[config.mk]
export PLATFORM = sky130hd
export DESIGN_NAME = coef_adapter
export DESIGN_NICKNAME = d
export VERILOG_FILES = /design/src/rtl/coef_adapter_pkg.sv /design/src/rtl/coef_adapter_ctrl.sv /design/src/rtl/coef_lane.sv /design/src/rtl/coef_adapter_dp.sv /design/src/rtl/coef_adapter.sv
export SDC_FILE = /design/constraint.sdc
export NUM_CORES = 2
export LEC_CHECK = 0
export BUFFER_PORTS_ARGS = -buffer_cell sky130_fd_sc_hd__buf_2
export CAP_MARGIN = 25
export CORE_ASPECT_RATIO = 0.6
export CORE_MARGIN = 8
export CORE_UTILIZATION = 60
export CTS_CLUSTER_DIAMETER = 120
export CTS_CLUSTER_SIZE = 24
export DETAILED_ROUTE_END_ITERATION = 12
export PLACE_DENSITY = 0.88
export SLEW_MARGIN = 20
export SYNTH_ARGS = -nofsm -noshare
export SYNTH_HDL_FRONTEND = slang
export SYNTH_SLANG_ARGS = --single-unit
[constraint.sdc]
create_clock -name clk -period 17.05 [get_ports clk]
set_clock_uncertainty 0.15 [all_clocks]
set_input_delay 1.705 -clock clk [delete_from_list [all_inputs] [get_ports clk]]
set_output_delay 1.705 -clock clk [all_outputs]
set_load 0.1 [all_outputs]
[src/rtl/coef_adapter_pkg.sv]
package coef_adapter_pkg;

  localparam int NUM_ORDERS = 3;

  // Control-to-datapath strobes for one clock cycle
  typedef struct packed {
    logic accumEn;   // sample accepted this cycle
    logic winClose;  // accepted sample is the last of its window
    logic applyUpd;  // write new coefficients at this edge
  } adaptStrobe_t;

endpackage

[src/rtl/coef_adapter_ctrl.sv]
module coef_adapter_ctrl
  import coef_adapter_pkg::*;
#(
  parameter int WIN_LEN = 1000
) (
  input  logic         clk,
  input  logic         rstN,
  input  logic         sampleValid,
  output adaptStrobe_t strb,
  output logic         updStrobe
);

  localparam int CNT_W = (WIN_LEN > 2) ? $clog2(WIN_LEN) : 1;
  localparam logic [CNT_W-1:0] LAST_IDX = CNT_W'(WIN_LEN - 1);

  logic [CNT_W-1:0] sampleCnt;
  logic             applyQ;
  logic             closeNow;

  assign closeNow      = sampleValid && (sampleCnt == LAST_IDX);
  assign strb.accumEn  = sampleValid;
  assign strb.winClose = closeNow;
  assign strb.applyUpd = applyQ;

  always_ff @(posedge clk) begin
    if (!rstN) begin
      sampleCnt <= '0;
      applyQ    <= 1'b0;
      updStrobe <= 1'b0;
    end else begin
      applyQ    <= closeNow;
      updStrobe <= applyQ;
      if (sampleValid) begin
        sampleCnt <= closeNow ? '0 : sampleCnt + 1'b1;
      end
    end
  end

  AST_CNT_RANGE: assert property (@(posedge clk) disable iff (!rstN)
    sampleCnt <= LAST_IDX);

  AST_STROBE_PULSE: assert property (@(posedge clk) disable iff (!rstN)
    updStrobe |=> !updStrobe);

endmodule

[src/rtl/coef_lane.sv]
module coef_lane
  import coef_adapter_pkg::*;
#(
  parameter int ACC_W     = 46,
  parameter int PROD_W    = 36,
  parameter int COEF_W    = 24,
  parameter int MUL_W     = 16,
  parameter int MU_MULT   = 27,
  parameter int MU_SHIFT  = 28,
  parameter int MOM_MULT  = 218,
  parameter int MOM_SHIFT = 8,
  parameter int INIT_VAL  = 0
) (
  input  logic                     clk,
  input  logic                     rstN,
  input  adaptStrobe_t             strb,
  input  logic signed [PROD_W-1:0] prodIn,
  output logic signed [COEF_W-1:0] coef
);

  localparam int BASE_W = (ACC_W > COEF_W) ? ACC_W : COEF_W;
  localparam int WIDE_W = BASE_W + MUL_W + 2;
  localparam int SUM_W  = COEF_W + 1;
  localparam logic signed [WIDE_W-1:0] MU_K  = WIDE_W'(MU_MULT);
  localparam logic signed [WIDE_W-1:0] MOM_K = WIDE_W'(MOM_MULT);
  localparam logic signed [COEF_W-1:0] C_MAX = {1'b0, {(COEF_W-1){1'b1}}};
  localparam logic signed [COEF_W-1:0] C_MIN = {1'b1, {(COEF_W-1){1'b0}}};
  localparam logic signed [COEF_W-1:0] C_INIT = COEF_W'(INIT_VAL);

  logic signed [ACC_W-1:0]  acc;
  logic signed [ACC_W-1:0]  sumHold;
  logic signed [COEF_W-1:0] prevDelta;
  logic signed [WIDE_W-1:0] stepTerm;
  logic signed [WIDE_W-1:0] momTerm;
  logic signed [WIDE_W-1:0] deltaRaw;
  logic signed [COEF_W-1:0] delta;
  logic signed [SUM_W-1:0]  coefSum;
  logic signed [COEF_W-1:0] coefNext;

  always_comb begin
    stepTerm = (WIDE_W'(sumHold) * MU_K) >>> MU_SHIFT;
    momTerm  = (WIDE_W'(prevDelta) * MOM_K) >>> MOM_SHIFT;
    deltaRaw = stepTerm + momTerm;
    if (deltaRaw > WIDE_W'(C_MAX))      delta = C_MAX;
    else if (deltaRaw < WIDE_W'(C_MIN)) delta = C_MIN;
    else                                delta = deltaRaw[COEF_W-1:0];
    coefSum = SUM_W'(coef) + SUM_W'(delta);
    if (coefSum > SUM_W'(C_MAX))      coefNext = C_MAX;
    else if (coefSum < SUM_W'(C_MIN)) coefNext = C_MIN;
    else                              coefNext = coefSum[COEF_W-1:0];
  end

  always_ff @(posedge clk) begin
    if (!rstN) begin
      acc       <= '0;
      sumHold   <= '0;
      prevDelta <= '0;
      coef      <= C_INIT;
    end else begin
      if (strb.winClose) begin
        sumHold <= acc + ACC_W'(prodIn);
        acc     <= '0;
      end else if (strb.accumEn) begin
        acc <= acc + ACC_W'(prodIn);
      end
      if (strb.applyUpd) begin
        coef      <= coefNext;
        prevDelta <= delta;
      end
    end
  end

  AST_HOLD_NO_SAMPLE: assert property (@(posedge clk) disable iff (!rstN)
    !strb.accumEn |=> $stable(acc));

  AST_SUM_ONLY_ON_CLOSE: assert property (@(posedge clk) disable iff (!rstN)
    !strb.winClose |=> $stable(sumHold));

endmodule

[src/rtl/coef_adapter_dp.sv]
module coef_adapter_dp
  import coef_adapter_pkg::*;
#(
  parameter int ERR_W     = 12,
  parameter int CODE_W    = 6,
  parameter int COEF_W    = 24,
  parameter int WIN_LEN   = 1000,
  parameter int MUL_W     = 16,
  parameter int MU_MULT   = 27,
  parameter int MU_SHIFT  = 28,
  parameter int MOM_MULT  = 218,
  parameter int MOM_SHIFT = 8,
  parameter int A1_INIT   = 262144,
  parameter int A3_INIT   = 0,
  parameter int A5_INIT   = 0
) (
  input  logic                    clk,
  input  logic                    rstN,
  input  adaptStrobe_t            strb,
  input  logic signed [ERR_W-1:0] errIn,
  input  logic signed [CODE_W-1:0] codeIn,
  input  logic                    ditherBit,
  output logic [NUM_ORDERS-1:0][COEF_W-1:0] coefBus
);

  localparam int P2_W   = 2 * CODE_W;
  localparam int P4_W   = 4 * CODE_W;
  localparam int PROD_W = ERR_W + P4_W;
  localparam int ACC_W  = PROD_W + $clog2(WIN_LEN + 1) + 1;

  logic signed [P2_W-1:0]   codeSq;
  logic signed [P4_W-1:0]   codeQuad;
  logic signed [PROD_W-1:0] powSel [NUM_ORDERS];

  // Code powers shared by all orders
  always_comb begin
    codeSq    = P2_W'(codeIn) * P2_W'(codeIn);
    codeQuad  = P4_W'(codeSq) * P4_W'(codeSq);
    powSel[0] = PROD_W'(1);
    powSel[1] = PROD_W'(codeSq);
    powSel[2] = PROD_W'(codeQuad);
  end

  for (genvar g = 0; g < NUM_ORDERS; g++) begin : g_order
    localparam int INIT_G = (g == 0) ? A1_INIT : ((g == 1) ? A3_INIT : A5_INIT);
    logic signed [PROD_W-1:0] magProd;
    logic signed [PROD_W-1:0] signedProd;
    logic signed [COEF_W-1:0] laneCoef;

    // The dither is +/-1, so it only selects a negation
    always_comb begin
      magProd    = PROD_W'(errIn) * powSel[g];
      signedProd = ditherBit ? magProd : -magProd;
    end

    coef_lane #(
      .ACC_W(ACC_W), .PROD_W(PROD_W), .COEF_W(COEF_W), .MUL_W(MUL_W),
      .MU_MULT(MU_MULT), .MU_SHIFT(MU_SHIFT),
      .MOM_MULT(MOM_MULT), .MOM_SHIFT(MOM_SHIFT), .INIT_VAL(INIT_G)
    ) lane_i (
      .clk(clk), .rstN(rstN), .strb(strb),
      .prodIn(signedProd), .coef(laneCoef)
    );

    assign coefBus[g] = laneCoef;
  end

endmodule

[src/rtl/coef_adapter.sv]
module coef_adapter
  import coef_adapter_pkg::*;
#(
  parameter int ERR_W     = 12,
  parameter int CODE_W    = 6,
  parameter int COEF_W    = 24,
  parameter int WIN_LEN   = 1000,
  parameter int MUL_W     = 16,
  parameter int MU_MULT   = 27,
  parameter int MU_SHIFT  = 28,
  parameter int MOM_MULT  = 218,
  parameter int MOM_SHIFT = 8,
  parameter int A1_INIT   = 262144,
  parameter int A3_INIT   = 0,
  parameter int A5_INIT   = 0
) (
  input  logic                     clk,
  input  logic                     rstN,
  input  logic                     sampleValid,
  input  logic signed [ERR_W-1:0]  errIn,
  input  logic signed [CODE_W-1:0] codeIn,
  input  logic                     ditherBit,
  output logic signed [COEF_W-1:0] coefA1,
  output logic signed [COEF_W-1:0] coefA3,
  output logic signed [COEF_W-1:0] coefA5,
  output logic                     coefUpdate
);

  adaptStrobe_t strb;
  logic [NUM_ORDERS-1:0][COEF_W-1:0] coefBus;

  coef_adapter_ctrl #(.WIN_LEN(WIN_LEN)) ctrl_i (
    .clk(clk), .rstN(rstN), .sampleValid(sampleValid),
    .strb(strb), .updStrobe(coefUpdate)
  );

  coef_adapter_dp #(
    .ERR_W(ERR_W), .CODE_W(CODE_W), .COEF_W(COEF_W), .WIN_LEN(WIN_LEN),
    .MUL_W(MUL_W), .MU_MULT(MU_MULT), .MU_SHIFT(MU_SHIFT),
    .MOM_MULT(MOM_MULT), .MOM_SHIFT(MOM_SHIFT),
    .A1_INIT(A1_INIT), .A3_INIT(A3_INIT), .A5_INIT(A5_INIT)
  ) dp_i (
    .clk(clk), .rstN(rstN), .strb(strb),
    .errIn(errIn), .codeIn(codeIn), .ditherBit(ditherBit),
    .coefBus(coefBus)
  );

  assign coefA1 = $signed(coefBus[0]);
  assign coefA3 = $signed(coefBus[1]);
  assign coefA5 = $signed(coefBus[2]);

  AST_COEF_ONLY_ON_STROBE: assert property (@(posedge clk) disable iff (!rstN)
    !coefUpdate |-> ($stable(coefA1) && $stable(coefA3) && $stable(coefA5)));

endmodule

==> metrics.txt <==
PortBufs=94; Final Net Count=10801; most frequent CP cell=fa_1; final-layout fill cell count=9260; compound-cell area share of the yosys netlist=0.155; status=finished clean; pre-CTS setup slack=-962 ps; Worst R2R Path Depth=42; Starting Density=0.602; area of the multi-input gates=61600 um^2; Synth cell types=109; 1st-iter DRT viols=5798; total gr overflow=0; Mapped Avg Cell Area=8.80 um^2; Placer Congestion=1.00; antenna violations before repair=1; clk sinks=438; Die Y=288 um; Max Fclk=59.0 MHz; root buf cell=clkbuf_16; CTS Hold Bufs=0; startpoint types=input port; Post-Syn Instances=8434; YS warnings=0; Worst-Skew Late Latency=610 ps; RSZ-0062 raised after global routing=true; mux contribution to synthesized area=0.0154; Synth Register Bits=438; Die X=470 um; Tcrit/Tclk final=0.995; Critical Path Stages=69; FF+latch area=8770 um^2; commonest non-fill, non-tap cells in the layout=inv_1 (1072), ha_1 (1045), fa_1 (952); Buf+Inv Stages, Crit Path=15; most common cell after layout, fill and taps aside=inv_1; CP max stage delay=590 ps; EDFF count, synth=0; area of the core=123000 um^2; first-pass GRT wire length=322000 um; DRT antenna net count=0; xor-xnor portion of the synthesized cell area=0.0642; DRC viols=0; detailed-route wire length=199000 um; number of global-route vias before repair=63521; dominant synthesized flop cell=dfxtp_1; adder-cell share of the synthesized area=0.448; dpl hpwl=161000 um; fin util=0.659; routed vias=62818; critical path arrival=17260 ps; CTS tree=done; Total GRT Usage=0.281; total CTS buffers=22; kind of critical path=input port to register; max_slew headroom=0.268; die area=136000 um^2; final worst slack=92.3 ps; Post-Synth Simple-Gate Area=0.129; Worst Setup End Kind=register; minimum clock period after layout=16960 ps; critical-path maximum fanout=6; vias per cell=6.05; Critical-path top delay cell=fa_1; Hold Crit Depth=2; largest net degree at the start of global routing=107; worst hold margin=335 ps; ys async rst share=0; max_cap viols=0; Detailed Routing Iterations Pass 1=7; Mapped Area=74200 um^2; FP Rows=100; Final Hold Fails=0; CTS Buffer Depth=3; Min-Delay Path Class=register to register; layout cell share with drive strength beyond 1=0.0972; clk slew on worst S/H paths=100 ps; Least-Margin Pin Slew=1100 ps; CP delay by family, top=adder cells; worst path required time=17360 ps; number of setup violations in the final report=0; area grow syn2layout=9.57%; CTS H-tree depth=1; largest family of logic cells by synthesized area=adder cells; WL/cell=19.2 um; I/O pin count=95; Final Max Slew Viols=0; register area share after synthesis=0.118
## registers in the layout, indices dropped and copies added (netlist names)
| signal | flops |
|---|---|
| dp_i.g_order.lane_i.acc | 141 |
| dp_i.g_order.lane_i.sumHold | 141 |
| dp_i.g_order.lane_i.coef | 72 |
| dp_i.g_order.lane_i.prevDelta | 72 |
| ctrl_i.sampleCnt | 10 |
| ctrl_i.applyQ | 1 |
| ctrl_i.updStrobe | 1 |
## final cells by class
class | instances | share of cell area
clock buffers | 24 | 0.00712
repair buffers | 553 | 0.0511
flip-flops and latches | 438 | 0.108
well taps | 1632 | 0.0251
clock inverters | 1 | 0.000246
multi-input cells | 6624 | 0.757
inverters | 1105 | 0.0511
diodes | 1 | 0.0000308
## synth_stat cells (96+ instances only)
master | count | area (um^2)
inv_1 | 1099 | 4130
ha_1 | 1078 | 13500
fa_1 | 957 | 19200
nand2_1 | 728 | 2730
a21oi_1 | 587 | 2940
nor2_1 | 525 | 1970
dfxtp_1 | 438 | 8770
xnor2_1 | 342 | 3000
o21ai_0 | 318 | 1590
clkbuf_1 | 248 | 931
a21o_1 | 217 | 1630
xor2_1 | 193 | 1690
and2_1 | 171 | 1070
nand3_1 | 137 | 686
mux2i_1 | 110 | 1100
nor3_1 | 104 | 521
o21a_1 | 99 | 743
a31oi_1 | 96 | 601
## what timing repair did
| action | CTS | global route |
|---|---|---|
| pin swaps | 3 | 136 |
| cloned | 0 | 1 |
| gates resized for setup | 13 | 231 |
| buffers inserted | 3 | 34 |
| setup endpoints to repair | 12 | 43 |
## layer usage
layer,global-route usage,wire (um),vias up
li1,-,-,28955
met5,0,0,-
met3,0.0562,20100,402
met2,0.434,86600,2979
met4,0.0574,4590,0
met1,0.410,87500,30482
## tightest hold or removal path, stage by stage (launching register included)
cell,delay [ps]
dfxtp_1,340
nand2_1,60
a21oi_1,50
## worst paths after layout
path,from,to,slack [ps]
min reg2reg,dp_i.g_order[1].lane_i.sumHold[9],dp_i.g_order[1].lane_i.sumHold[9],330
min,dp_i.g_order[1].lane_i.sumHold[9],dp_i.g_order[1].lane_i.sumHold[9],330
max,codeIn[2],dp_i.g_order[2].lane_i.sumHold[45],90
max reg2reg,dp_i.g_order[0].lane_i.sumHold[1],dp_i.g_order[0].lane_i.coef[14],4360
## cells by family after synthesis
family                     count (synthesis)
AOI/OAI and AO/OA                       1814
and+or+nand+nor                         2047
xor gates and xnor gates                 539
other                                      2
muxes                                    114
buffers and inverters                   1382
DFF                                      438
adders and majority gates               2098
## through the flow
| step | area (um^2) | setup TNS, ps | cells |
|---|---|---|---|
| floorplan | 74500 | 0 | 8444 |
| global placement | 79200 | -5940 | 10308 |
| detailed placement | 79200 | -16300 | 10312 |
| CTS | 79900 | 0 | 10340 |
| global route | 81300 | -3300 | 10378 |
| finish | 81300 | 0 | 10378 |
Power is not shown: default switching activity piles up to over one toggle a cycle in this logic, so the estimate is an artifact.
